==> src/rtl/bwa_pkg.sv <==
package bwa_pkg;

  typedef enum logic [1:0] {
    MODE_LONG = 2'd0,
    MODE_WORD = 2'd1,
    MODE_BYTE = 2'd2
  } bwa_mode_e;

  typedef struct packed {
    bwa_mode_e mode;
    logic      msb_first;
  } bwa_cfg_t;

  // Map the two configuration pins onto a transfer mode.
  function automatic bwa_mode_e decode_mode(input logic narrow, input logic bytesel);
    if (!narrow)      return MODE_LONG;
    else if (bytesel) return MODE_BYTE;
    else              return MODE_WORD;
  endfunction

  // Number of transfers per long word, minus one.
  function automatic int unsigned last_part_of(input bwa_mode_e m, input int unsigned lanes);
    case (m)
      MODE_LONG: return 0;
      MODE_WORD: return (lanes / 2) - 1;
      default:   return lanes - 1;
    endcase
  endfunction

  // Physical slice index for sequence position seq.
  function automatic int unsigned phys_slot(input int unsigned seq, input int unsigned last,
                                            input logic msb_first);
    return msb_first ? (last - seq) : seq;
  endfunction

endpackage

==> src/rtl/bwa_cfg_latch.sv <==
module bwa_cfg_latch
  import bwa_pkg::*;
(
  input  logic     clk,
  input  logic     rst_n,
  input  logic     pin_narrow,
  input  logic     pin_byte,
  input  logic     pin_msb_first,
  output bwa_cfg_t cfg_q
);

  // Pins are followed only while reset is held; afterwards the value is frozen.
  always_ff @(posedge clk) begin
    if (!rst_n) begin
      cfg_q.mode      <= decode_mode(pin_narrow, pin_byte);
      cfg_q.msb_first <= pin_msb_first;
    end
  end

endmodule

==> src/rtl/bwa_part_counter.sv <==
module bwa_part_counter #(
  parameter int unsigned IDX_W = 2
) (
  input  logic             clk,
  input  logic             rst_n,
  input  logic             beat_fire,
  input  logic [IDX_W-1:0] last_idx,
  output logic [IDX_W-1:0] idx_q,
  output logic             is_last
);

  assign is_last = (idx_q == last_idx);

  always_ff @(posedge clk) begin
    if (!rst_n) begin
      idx_q <= '0;
    end else if (beat_fire) begin
      idx_q <= is_last ? '0 : idx_q + 1'b1;
    end
  end

endmodule

==> src/rtl/bwa_part_mux.sv <==
module bwa_part_mux
  import bwa_pkg::*;
#(
  parameter int unsigned LANE_W = 9,
  parameter int unsigned LANES  = 4,
  parameter int unsigned IDX_W  = 2,
  localparam int unsigned DATA_W = LANE_W * LANES,
  localparam int unsigned WORD_W = 2 * LANE_W,
  localparam int unsigned HALVES = LANES / 2,
  localparam int unsigned HIDX_W = (HALVES > 1) ? $clog2(HALVES) : 1
) (
  input  bwa_mode_e         mode,
  input  logic [IDX_W-1:0]  phys_idx,
  input  logic [DATA_W-1:0] long_word,
  output logic [DATA_W-1:0] part_out
);

  logic [LANE_W-1:0] lane_slice [LANES];
  logic [WORD_W-1:0] half_slice [HALVES];

  for (genvar g = 0; g < LANES; g++) begin : g_lane
    assign lane_slice[g] = long_word[g*LANE_W +: LANE_W];
  end

  for (genvar h = 0; h < HALVES; h++) begin : g_half
    assign half_slice[h] = long_word[h*WORD_W +: WORD_W];
  end

  always_comb begin
    part_out = '0;
    case (mode)
      MODE_LONG: part_out = long_word;
      MODE_WORD: part_out[WORD_W-1:0] = half_slice[phys_idx[HIDX_W-1:0]];
      default:   part_out[LANE_W-1:0] = lane_slice[phys_idx];
    endcase
  end

endmodule

==> src/rtl/bus_width_adapter.sv <==
module bus_width_adapter
  import bwa_pkg::*;
#(
  parameter int unsigned LANE_W = 9,
  parameter int unsigned LANES  = 4,
  localparam int unsigned DATA_W = LANE_W * LANES,
  localparam int unsigned IDX_W  = (LANES > 1) ? $clog2(LANES) : 1
) (
  input  logic              clk,
  input  logic              rst_n,
  input  logic              cfg_narrow,
  input  logic              cfg_byte,
  input  logic              cfg_msb_first,
  input  logic [DATA_W-1:0] in_data,
  input  logic              in_valid,
  output logic              in_ready,
  output logic [DATA_W-1:0] out_data,
  output logic              out_valid,
  input  logic              out_ready
);

  bwa_cfg_t         cfg_q;
  logic [IDX_W-1:0] last_idx;
  logic [IDX_W-1:0] part_idx;
  logic [IDX_W-1:0] phys_idx;
  logic             part_last;
  logic             beat_fire;

  bwa_cfg_latch u_cfg (
    .clk           (clk),
    .rst_n         (rst_n),
    .pin_narrow    (cfg_narrow),
    .pin_byte      (cfg_byte),
    .pin_msb_first (cfg_msb_first),
    .cfg_q         (cfg_q)
  );

  assign last_idx  = IDX_W'(last_part_of(cfg_q.mode, LANES));
  assign phys_idx  = IDX_W'(phys_slot(32'(part_idx), 32'(last_idx), cfg_q.msb_first));
  assign out_valid = in_valid;
  assign beat_fire = out_valid && out_ready;
  assign in_ready  = out_ready && part_last;

  bwa_part_counter #(.IDX_W(IDX_W)) u_cnt (
    .clk       (clk),
    .rst_n     (rst_n),
    .beat_fire (beat_fire),
    .last_idx  (last_idx),
    .idx_q     (part_idx),
    .is_last   (part_last)
  );

  bwa_part_mux #(.LANE_W(LANE_W), .LANES(LANES), .IDX_W(IDX_W)) u_mux (
    .mode      (cfg_q.mode),
    .phys_idx  (phys_idx),
    .long_word (in_data),
    .part_out  (out_data)
  );

endmodule

==> config.mk <==
export PLATFORM = sky130hd
export DESIGN_NAME = bus_width_adapter
export DESIGN_NICKNAME = d
export VERILOG_FILES = /design/src/rtl/bwa_pkg.sv /design/src/rtl/bwa_cfg_latch.sv /design/src/rtl/bwa_part_counter.sv /design/src/rtl/bwa_part_mux.sv /design/src/rtl/bus_width_adapter.sv
export SDC_FILE = /design/constraint.sdc
export NUM_CORES = 1
export LEC_CHECK = 0
export BUFFER_PORTS_ARGS = -buffer_cell sky130_fd_sc_hd__buf_2
export CORE_MARGIN = 2
export CORE_UTILIZATION = 42
export DETAILED_ROUTE_END_ITERATION = 16
export MAX_ROUTING_LAYER = met4
export PLACE_DENSITY = 0.82
export SLEW_MARGIN = 20
export SYNTH_ARGS = -nofsm -noshare
export SYNTH_HDL_FRONTEND = slang
export SYNTH_SLANG_ARGS = --single-unit
==> constraint.sdc <==
create_clock -name clk -period 3.4 [get_ports clk]
set_clock_uncertainty 0.15 [all_clocks]
set_input_delay 0.85 -clock clk [delete_from_list [all_inputs] [get_ports clk]]
set_output_delay 0.85 -clock clk [all_outputs]
set_load 0.01 [all_outputs]
[Word level (Yosys, flattened, before mapping)]
Index checks and enable logic that the tools add are counted.
Word-level totals
  bits in registers: 5
  input port bits: 43
  output and inout port bits: 38
Cells by class
  eq/ne operators: 2
  reductions and logical operators: 3
  muxes and demuxes: 13
  bitwise gates (word level): 2
  add/subtract/negate cells: 2
  order comparisons: 2
Operator list (count)
  18-bit two-way mux: 4
  9-bit one-hot mux with 2 select lines: 2
  9-bit binary-select mux with 2-bit select: 1
  9-bit two-way mux: 2
  2-bit two-way mux: 3
  2-bit one-hot mux with 2 select lines: 1
  3-bit greater-or-equal comparator (second input constant): 1
  2-bit inverter with 3-bit output: 1
  2-bit by 1-bit adder with 2-bit output (second input constant): 1
  2-bit by 1-bit equality test with 1-bit output (second input constant): 1
  2-bit equality test: 1
  2-bit greater-or-equal comparator (second input constant): 1
  1-bit logical AND: 2
  2-bit zero test: 1
  1-bit inverter with 2-bit output: 1
  2-bit subtractor: 1

[Longest topological paths before layout]
Gate-level depths: netlist of the first run.
  depth after elaboration: 9
  mapped depth: 9
  depth with buffers taken out: 6

[Hierarchy]
A second synthesis of the first run with hierarchy kept.
Unflattened totals
  cell total of the unflattened synthesis: 138
  area, all modules: 1077.3 um^2
By module, submodules not included
  bwa_part_mux: times used 1, area an instance 773.2 um^2, sequential area each 0.0 um^2, cells an instance 106
  bwa_part_counter: times used 1, area an instance 120.1 um^2, sequential area each 40.0 um^2, cells an instance 14
  bwa_cfg_latch: times used 1, area an instance 110.1 um^2, sequential area each 90.1 um^2, cells an instance 6
  bus_width_adapter: times used 1, area an instance 73.8 um^2, sequential area each 0.0 um^2, cells an instance 12

[Worst setup path after synthesis of the first run]
No wires, ideal clock.
  kind: reg-to-output
  from: register u_cfg.cfg_q[2] (netlist name)
  to: output port out_data[0]
  required time: 2400 ps
  data arrival time: 2490 ps
  path buffers: 3
  stages on the path, launching flop included: 10
  slack: -90 ps
  cell sequence: edfxtp_1 buf_4 nor2_1 clkbuf_1 ha_1 and2b_4 clkbuf_1 o21ai_0 and3_1 a221oi_1
On the way
  word-level cells in the longest chain between the ends: 9
Ends and longest elaborated chain
  2-bit by 1-bit equality test with 1-bit output or 2-bit zero test (tied branches): RTL line bwa_pkg.sv:23, bwa_part_mux.sv:31
  2-bit one-hot mux with 2 select lines: RTL line bwa_pkg.sv:23  | case (m)
  2-bit subtractor: RTL line bwa_pkg.sv:33  | return msb_first ? (last - seq) : seq;
  2-bit two-way mux: RTL line bwa_pkg.sv:33
  2-bit inverter with 3-bit output (implied by the code) or 1-bit inverter with 2-bit output (tied branches): RTL line bwa_part_mux.sv:34, bwa_part_mux.sv:33
  9-bit binary-select mux with 2-bit select or 18-bit two-way mux (tied branches): RTL line bwa_part_mux.sv:34, bwa_part_mux.sv:33
  9-bit two-way mux (implied by the code) or 18-bit two-way mux (tied branches) (2 in series): RTL line bwa_part_mux.sv:34, bwa_part_mux.sv:33
  9-bit one-hot mux with 2 select lines (*): RTL line bwa_part_mux.sv:31  | case (mode)
  to (decl): RTL line bus_width_adapter.sv:17  | output logic [DATA_W-1:0] out_data,
Every way passes the cells marked *; elsewhere a longest branch is shown, timed or not. The select of a mux whose other input is x is not followed.

[Worst setup path in the final report of the first run]
  from: register u_cfg.cfg_q[2] (netlist name)
  to: output port out_data[4]
On the way
  word-level cells in the longest chain between the ends: 9
Ends and longest elaborated chain (RTL line)
  2-bit by 1-bit equality test with 1-bit output or 2-bit zero test (tied branches): bwa_pkg.sv:23, bwa_part_mux.sv:31
  2-bit one-hot mux with 2 select lines: bwa_pkg.sv:23
  2-bit subtractor: bwa_pkg.sv:33
  2-bit two-way mux: bwa_pkg.sv:33
  2-bit inverter with 3-bit output (implied by the code) or 1-bit inverter with 2-bit output (tied branches): bwa_part_mux.sv:34, bwa_part_mux.sv:33
  9-bit binary-select mux with 2-bit select or 18-bit two-way mux (tied branches): bwa_part_mux.sv:34, bwa_part_mux.sv:33
  9-bit two-way mux (implied by the code) or 18-bit two-way mux (tied branches) (2 in series): bwa_part_mux.sv:34, bwa_part_mux.sv:33
  9-bit one-hot mux with 2 select lines (*): bwa_part_mux.sv:31
Marked as above.

==> impl_metrics.yaml, run 1 <==
run_status:
  status: "finished clean"
die:
  row_count: 18
  die-area_um2: 3166
  core_um2: 2522
  initial_core_util: 0.4549
  die_w_um: 56.27
  ios: 81
  die_y_um: 56.27
pwr:
  leakage_nw: 0.8611
  power_mw: 0.4461
  max-vdd-ir-drop_mv: 0.2673
  powerDensity_nw_per_um2: 262.9
timing:
  relSlewSlack: 0.5198
  finalSetupTns_ns: 0
  worst_pin_slew_ns: 0.7195
  hold_viol_final: 0
  maxSlewViolCount: 0
  timing.fmax_mhz: 306.5
  fin_ws_ns: 0.1373
  rsz0062_at_grt: "false"
  period_share: 0.9596
  period_minus_slack_ns: 3.263
  final-setup-viol-count: 0
clock_network:
  hold_buffers: 0
  cts.clk_slew.worst_paths_ns: 0.04
  cts_tree: "yes"
  htree_levels: 1
  clock-root-buffer: "clkbuf_4"
  clock_latency_ns: 0.24
  cts_buffers: 3
  cts.sinks: 5
  cts_buffer_depth: 2
routing:
  num_vias: 1549
  wirelength_um: 4003
  post_drt_via_cell_ratio: 5.674
  ant_nets: 0
  first_pass_iters: 4
  drc_errors: 0
  dr.first_iter.drc_count: 51
  wl_per_cell_um: 14.66
yosys:
  synth-edff-count: 3
  ys.flop_type: "edfxtp_1"
  syn_avg_cell_area_um2: 6.912
  netlist_instances: 166
  synth_common_cells: "20 x and2_1, 20 x nand2_1, 16 x a21oi_1"
  synth_top_area_share: 0.1091
  yosysSeqAreaShare: 0.1134
  ys_warn_count: 0
  synthesis.nets: 210
  synth.distinct_cells: 32
  yosys.area.top_type: "and2_1"
  netlist_top_cells_area: "and2_1 11%, mux2i_1 8.7%, and3_1 8.2%"
  synth-seq-cells: 5
  async_flop_share: 0
  mappedNetlistArea_um2: 1147
critical_path:
  slowest_delay_ns: 0.43
  worstReg2RegEnd: "u_cnt.idx_q[1]$_SDFFE_PN0P_"
  crit_path_end_kind: "primary output"
  required_ns: 2.40
  timing.rr.start: "u_cfg.cfg_q[2]$_SDFFCE_PN0N_"
  worstRegToRegCells: 5
  crit_arrival_ns: 2.26
  crit_type: "reg -> out"
  crit_fanout: 11
  worst_path_max_delay_cell: "or3_4"
  crit_chain: "nor2_2 > ha_1 > xnor2_1 > or3_4 > and2_1 > a221oi_1 > buf_2"
  rrSetupSlack_ns: 1.89
  start_kind: "register"
grt:
  grt_pass1_wl_um: 6492
  grt_pass1_vias: 1418
  grtUsageTotal: 0.2539
  grt_max_degree: 25
  antenna_found_initial: 0
  gr-total-overflow: 0
layout:
  antenna-diode-count: 0
  finish.net_count: 288
  drive_gt1_frac: 0.4609
  areaGrowthSynthToFinish_pct: 47.87
  finalNonFillerCells: 273
  post-route-cell-area_um2: 1697
  nFillCells: 240
placement:
  gp_congestion: 0.9753
  dp.cells: 267
  post-dp-hpwl_um: 2955
  dp_slack_ns: 0.2302
  placed_cell_area_um2: 1600
  io_buffers: 80
hold_path:
  hp-class: "reg -> reg"
  hp-start: "u_cnt.idx_q[1]$_SDFFE_PN0P_"
  hold_path_end: "u_cnt.idx_q[1]$_SDFFE_PN0P_"
  worstHoldPathCells: 2
job:
  drv_cap: 0
-- layer usage --
metal	vias up	wire [um]	track usage
met1	690	1662	0.3278
met2	80	1999	0.4218
li1	775	-	-
met3	4	310	0.02535
met4	0	31	0.07143
met5	-	0	-
-- worst max-delay path: cells and delay by family (launching register included) --
kind	cells	cell delay [ns]
buffers and inverters	1	0.18
AO/OA/AOI/OAI	1	0.30
AND/OR/NAND/NOR	3	0.85
XOR/XNOR	1	0.09
flip-flops	1	0.42
adder cells (fa/ha/maj)	1	0.18
-- power breakdown --
part	switching (mW)	internal, mW
logic	0.167	0.137
clock network	0.0234	0.0443
registers	0.00526	0.0691
-- layout make-up --
type | instances | area (um2) | area share
Clock buffer | 4 | 26.28 | 0.01549
Inverter | 3 | 11.26 | 0.006637
Multi-Input combinational cell | 143 | 1027 | 0.6055
Sequential cell | 5 | 130.1 | 0.07670
Tap cell | 30 | 37.54 | 0.02212
Timing Repair Buffer | 88 | 464.2 | 0.2736
-- layout by cell type (no fill, tap or decap), types with 3 or more instances in the layout --
| cell type | instances |
|---|---|
| a2111oi_2 | 4 |
| a21boi_0 | 5 |
| a21oi_1 | 16 |
| a221oi_2 | 7 |
| and2_1 | 20 |
| and3_1 | 15 |
| buf_2 | 80 |
| buf_4 | 7 |
| clkbuf_4 | 3 |
| edfxtp_1 | 3 |
| mux2i_1 | 10 |
| nand2_1 | 20 |
| nand3_1 | 9 |
| nor3_1 | 4 |
| o2111a_1 | 4 |
| o21ai_0 | 11 |
-- state kept, by name (all words and copies together) (netlist names) --
register     cells
u_cfg.cfg_q      3
u_cnt.idx_q      2
-- kinds of logic (layout without fill, tap and decap cells) --
logic type,after synthesis,count (layout),synth area share
and+or+nand+nor,77,77,0.3642
AOI/OAI and AO/OA,52,53,0.3261
buffers and inverters,19,95,0.08288
muxes,10,10,0.08724
DFF,5,5,0.1134
xor gates and xnor gates,2,2,0.01527
adders and majority gates,1,1,0.01090
-- through the flow --
step	hold slack [ns]	util
after floorplan	0.3373	-
after global placement	0.3757	0.6344
after detailed placement	0.3874	0.6344
after CTS	0.3953	0.6458
after global routing	0.4224	0.6726
final	0.4035	0.6726
-- what timing repair did --
item                                    CTS  global route
buffers inserted                          0             1
resized for setup                         2            10
pin swaps                                 0             2
cloned                                    0             1
endpoints found under the setup margin    2            10
-- worst max path at each step --
stage	from	to	slack [ns]	cells past startpoint
global placement	u_cfg.cfg_q[1]$_SDFFCE_PN0N_	out_data[1]	0.33	8
finish	u_cfg.cfg_q[2]$_SDFFCE_PN0N_	out_data[4]	0.14	7
CTS	u_cfg.cfg_q[2]$_SDFFCE_PN0N_	out_data[4]	0.01	7
global route	u_cfg.cfg_q[0]$_DFFE_PN_	out_data[6]	0.008	5
floorplan	u_cfg.cfg_q[2]$_SDFFCE_PN0N_	out_data[0]	0.08	9
detailed placement	u_cfg.cfg_q[2]$_SDFFCE_PN0N_	out_data[6]	0.23	8
Power figures use the tool's default switching activity.
==> inputs of run 2 (changes only) <==
Settings changed: BUFFER_PORTS_ARGS -buffer_cell sky130_fd_sc_hd__buf_2 to not set, CORE_UTILIZATION 42 to 45, DONT_BUFFER_PORTS set to 1, PLACE_DENSITY 0.82 to not set.
==> impl_metrics.yaml, run 2 (same netlist as run 1, synthesis figures left out) <==
layout:
  drive_gt1_frac: 0.2189
  finish.net_count: 214
  final_cell_mix: "20 x nand2_1, 19 x and2_1, 16 x a21oi_1"
  antenna-diode-count: 0
  reg.largest.list: "u_cfg.cfg_q (3), u_cnt.idx_q (2)"
  areaGrowthSynthToFinish_pct: 15.27
  largest_reg_flops: 3
  top_register: "u_cfg.cfg_q"
  final_common_cell: "nand2_1"
  fin_util: 0.5387
die:
  die-area_um2: 2970
  initial_core_util: 0.4674
  ios: 81
  die_y_um: 54.50
  die_w_um: 54.50
  core_um2: 2455
  row_count: 18
timing:
  rsz0062_at_grt: "true"
  period_share: 0.9777
  hold_viol_final: 0
  final-setup-viol-count: 0
  period_minus_slack_ns: 3.324
  timing.fmax_mhz: 300.8
  maxSlewViolCount: 0
  worst_pin_slew_ns: 0.6557
  fin_ws_ns: 0.07585
  relSlewSlack: 0.5624
clock_network:
  cts.sinks: 5
  cts_buffers: 3
  htree_levels: 1
  cts_buffer_depth: 2
  clock_latency_ns: 0.24
  cts_tree: "yes"
  clock-root-buffer: "clkbuf_4"
  cts.clk_slew.worst_paths_ns: 0.04
critical_path:
  crit_type: "reg -> out"
  crit_path_end_kind: "primary output"
  crit_fanout: 11
  required_ns: 2.40
  start_kind: "register"
  crit_arrival_ns: 2.32
grt:
  grt_max_degree: 26
  antenna_found_initial: 0
  gr-total-overflow: 0
  grt_pass1_vias: 1115
  grt_pass1_wl_um: 5016
  grtUsageTotal: 0.2410
pwr:
  internal-power_mw: 0.2183
  power.share.sequential: 0.192
  powerDensity_nw_per_um2: 295.9
  max-vdd-ir-drop_mv: 0.2300
  pwr-share-clk: 0.179
  leakage_nw: 0.5500
  p_switching_mw: 0.1731
  netSwitchingFraction: 0.4423
  pwr-share-comb: 0.630
placement:
  post-dp-hpwl_um: 2657
  gp_congestion: 0.8381
  dp_slack_ns: 0.2004
  io_buffers: 0
routing:
  post_drt_via_cell_ratio: 6.608
  wl_per_cell_um: 18.57
  first_pass_iters: 4
  ant_nets: 0
  drc_errors: 0
  dr.first_iter.drc_count: 33
  num_vias: 1315
  wirelength_um: 3696
run_status:
  status: "finished clean"
job:
  drv_cap: 0
hold_path:
  hp-class: "reg -> reg"
[run 2: cell type report]
cell class,count,area (um2)
fill,243,1132
sequential,5,130.1
clock buffer,4,26.28
multi-input combinational,142,1005
tap,30,37.54
timing repair buffer,15,112.6
inverter,3,11.26
[run 2: path summary, 6_finish.rpt]
kind                                startpoint                     endpoint  slack [ns]  cells past startpoint
hold / removal     u_cnt.idx_q[1]$_SDFFE_PN0P_  u_cnt.idx_q[1]$_SDFFE_PN0P_        0.39                      2
setup reg to reg  u_cfg.cfg_q[1]$_SDFFCE_PN0N_  u_cnt.idx_q[1]$_SDFFE_PN0P_        1.86                      5
hold reg to reg    u_cnt.idx_q[1]$_SDFFE_PN0P_  u_cnt.idx_q[1]$_SDFFE_PN0P_        0.39                      2
setup / recovery  u_cfg.cfg_q[1]$_SDFFCE_PN0N_                  out_data[3]        0.08                      7
[run 2: power by group through the flow]
stage / logic (mW) / clock network (mW) / registers (mW)
finish: 0.246 / 0.0699 / 0.0750
global route: 0.267 / 0.0780 / 0.0757
CTS: 0.230 / 0.0722 / 0.0747
detailed placement: 0.225 / 0 / 0.0755
global placement: 0.221 / 0 / 0.0753
floorplan: 0.188 / 0 / 0.0739
[run 2: metal layers]
| metal | global-route usage | wire, um | share of wire |
|---|---|---|---|
| met5 | - | 0 | 0 |
| met4 | 0.01667 | 0 | 0 |
| met3 | 0.06284 | 392 | 0.11 |
| met2 | 0.3594 | 1675 | 0.45 |
| met1 | 0.3393 | 1628 | 0.44 |
[run 2: critical path: stages, from the launching register on]
cell	delay (ns)
edfxtp_1	0.45
nor2_2	0.15
ha_1	0.19
xnor2_1	0.10
or3_4	0.42
and2_2	0.29
a221oi_1	0.30
buf_4	0.17
[run 2: metrics by stage]
stage | TNS (ns) | instance area (um2) | hold WS, ns | instances | power (mW)
after global placement | 0 | 1222 | 0.3693 | 190 | 0.2961
final | 0 | 1323 | 0.3852 | 199 | 0.3914
after floorplan | 0 | 1194 | 0.3373 | 166 | 0.2617
after CTS | 0 | 1265 | 0.3866 | 194 | 0.3765
after global routing | -0.02334 | 1323 | 0.4030 | 199 | 0.4205
after detailed placement | 0 | 1222 | 0.3767 | 190 | 0.3008
[run 2: repair_timing]
action	CTS	global route
buffers inserted	0	5
pin swaps	0	1
hold buffers	0	0
endpoints found under the setup margin	11	8
gates resized for setup	4	6
==> inputs of run 3 (changes only) <==
Settings changed: ABC_AREA set to 1, PLACE_DENSITY set to 0.72, SKIP_LAST_GASP set to 1.
==> impl_metrics.yaml, run 3 <==
critical_path:
  crit_arrival_ns: 2.05
  rrSetupSlack_ns: 1.80
  start_kind: "register"
  worstRegToRegCells: 7
  crit_path_end_kind: "primary output"
  crit_type: "reg -> out"
  crit_fanout: 19
  worstReg2RegEnd: "u_cnt.idx_q[1]$_SDFFE_PN0P_"
  required_ns: 2.40
  timing.rr.start: "u_cfg.cfg_q[2]$_SDFFCE_PN0N_"
grt:
  gr-total-overflow: 0
  grt_pass1_vias: 1524
  grt_max_degree: 20
  grt_pass1_wl_um: 6382
  grtUsageTotal: 0.2370
  antenna_found_initial: 0
clock_network:
  cts.clk_slew.worst_paths_ns: 0.04
  cts_buffers: 3
  post_cts_resized: 0
  cts_setup_buffers: 0
  htree_levels: 1
  cts_tree: "yes"
  clock-root-buffer: "clkbuf_4"
  clock_latency_ns: 0.24
  cts_buffer_depth: 2
  hold_buffers: 0
  cts.sinks: 5
hold_path:
  worstHoldPathCells: 1
  hp-start: "u_cnt.idx_q[0]$_SDFFE_PN0P_"
  hold_path_end: "u_cnt.idx_q[0]$_SDFFE_PN0P_"
  hp-class: "reg -> reg"
layout:
  top_register: "u_cfg.cfg_q"
  drive_gt1_frac: 0.07955
  areaGrowthSynthToFinish_pct: 4.803
  finish.net_count: 309
  antenna-diode-count: 0
  final_cell_mix: "60 x nand2_1, 60 x nand3_1, 55 x inv_1"
  largest_reg_flops: 3
  fin_util: 0.5007
  reg.largest.list: "u_cfg.cfg_q (3), u_cnt.idx_q (2)"
  finalNonFillerCells: 295
routing:
  first_pass_iters: 5
  ant_nets: 0
  num_vias: 1655
  wirelength_um: 3868
  drc_errors: 0
  dr.first_iter.drc_count: 128
  post_drt_via_cell_ratio: 5.610
  wl_per_cell_um: 13.11
die:
  die-area_um2: 3404
  die_y_um: 58.34
  die_w_um: 58.34
  initial_core_util: 0.4777
  core_um2: 2781
  ios: 81
  row_count: 19
pwr:
  powerDensity_nw_per_um2: 297.4
  max-vdd-ir-drop_mv: 0.2694
  leakage_nw: 0.8503
timing:
  final-setup-viol-count: 0
  period_minus_slack_ns: 3.046
  period_share: 0.8957
  finalSetupTns_ns: 0
  rsz0062_at_grt: "false"
  maxSlewViolCount: 0
  hold_ws_ns: 0.4299
  timing.fmax_mhz: 328.4
  fin_ws_ns: 0.3545
  relSlewSlack: 0.6397
  hold_viol_final: 0
  worst_pin_slew_ns: 0.5398
yosys:
  ys_warn_count: 0
  netlist_top_cells_area: "nand3_1 23%, nand2_1 17%, inv_1 16%"
  netlist_instances: 260
  mappedNetlistArea_um2: 1329
  synth_common_cells: "60 x nand2_1, 60 x nand3_1, 55 x inv_1"
  yosys.area.top_type: "nand3_1"
  yosysSeqAreaShare: 0.09793
  synth-edff-count: 3
  synth.distinct_cells: 22
  syn_avg_cell_area_um2: 5.111
  ys.flop_type: "edfxtp_1"
  synth-seq-cells: 5
  synthesis.nets: 304
  async_flop_share: 0
  synth_top_area_share: 0.2260
placement:
  dp.cells: 291
  dp_slack_ns: 0.6301
  io_buffers: 0
  gp_congestion: 0.9210
  post-dp-hpwl_um: 2915
job:
  drv_cap: 0
run_status:
  status: "finished clean"
run 3: cell types whose count changed after synthesis, sizes merged, moves of 7 or more:
cell / before / now
a21oi: 16 / 6
a221oi: 9 / 0
a22oi: 0 / 7
and2: 20 / 0
and3: 15 / 0
clkbuf: 8 / 0
inv: 3 / 58
mux2i: 10 / 0
nand2: 20 / 63
nand3: 9 / 60
nor2: 2 / 21
o21ai: 12 / 26
run 3: cell families (layout without fill, tap and decap cells):
group	count (synthesis)	after routing	synth area share
AOI/OAI and AO/OA	40	40	0.1657
and+or+nand+nor	144	144	0.4953
adders and majority gates	1	1	0.009415
DFF	5	5	0.09793
buffers and inverters	70	74	0.2316
run 3: cell type report:
type,instances,area [um2]
fillers,323,1389
clock buffers,4,26.28
flip-flops and latches,5,130.1
inverters,59,224.0
well taps,31,38.79
repair buffers,11,82.58
multi-input cells,185,890.9
run 3: how the worst max path moves through the flow:
stage,startpoint,end,slack (ns),depth (start not counted)
5_1_grt,u_cfg.cfg_q[2]$_SDFFCE_PN0N_,out_data[1],0.19,9
3_3_place_gp,u_cfg.cfg_q[2]$_SDFFCE_PN0N_,out_data[11],0.69,9
2_1_floorplan,u_cfg.cfg_q[2]$_SDFFCE_PN0N_,out_data[7],0.56,12
6_report,u_cfg.cfg_q[2]$_SDFFCE_PN0N_,out_data[17],0.35,9
4_1_cts,u_cfg.cfg_q[2]$_SDFFCE_PN0N_,out_data[15],0.37,9
3_5_place_dp,u_cfg.cfg_q[2]$_SDFFCE_PN0N_,out_data[17],0.63,9
run 3: power by group:
part	leakage (nW)	internal [mW]	switching [mW]	total, mW
logic	0.790	0.0900	0.182	0.272
registers	0.0454	0.0694	0.00579	0.0752
clock network	0.0150	0.0443	0.0227	0.0670
total	0.850	0.204	0.211	0.414
run 3: through the flow:
stage / power, mW / instance area, um2
CTS: 0.4171 / 1393
finish: 0.4142 / 1393
floorplan: 0.3024 / 1329
global placement: 0.3407 / 1366
detailed placement: 0.3470 / 1366
global route: 0.4575 / 1393
run 3: metal layers:
| metal | global-route usage | vias up | routed length (um) |
|---|---|---|---|
| li1 | - | 833 | - |
| met1 | 0.2882 | 748 | 1549 |
| met2 | 0.4141 | 72 | 1950 |
| met3 | 0.01758 | 2 | 345 |
| met4 | 0.07641 | 0 | 22 |
| met5 | - | - | 0 |
run 3: critical path, cell delays in order (launching register included):
cell	delay [ns]
edfxtp_1	0.41
nor2_2	0.15
ha_1	0.29
nand2_4	0.23
nand2_8	0.13
inv_2	0.20
o21ai_1	0.08
nand2_1	0.06
o21ai_0	0.10
buf_4	0.15
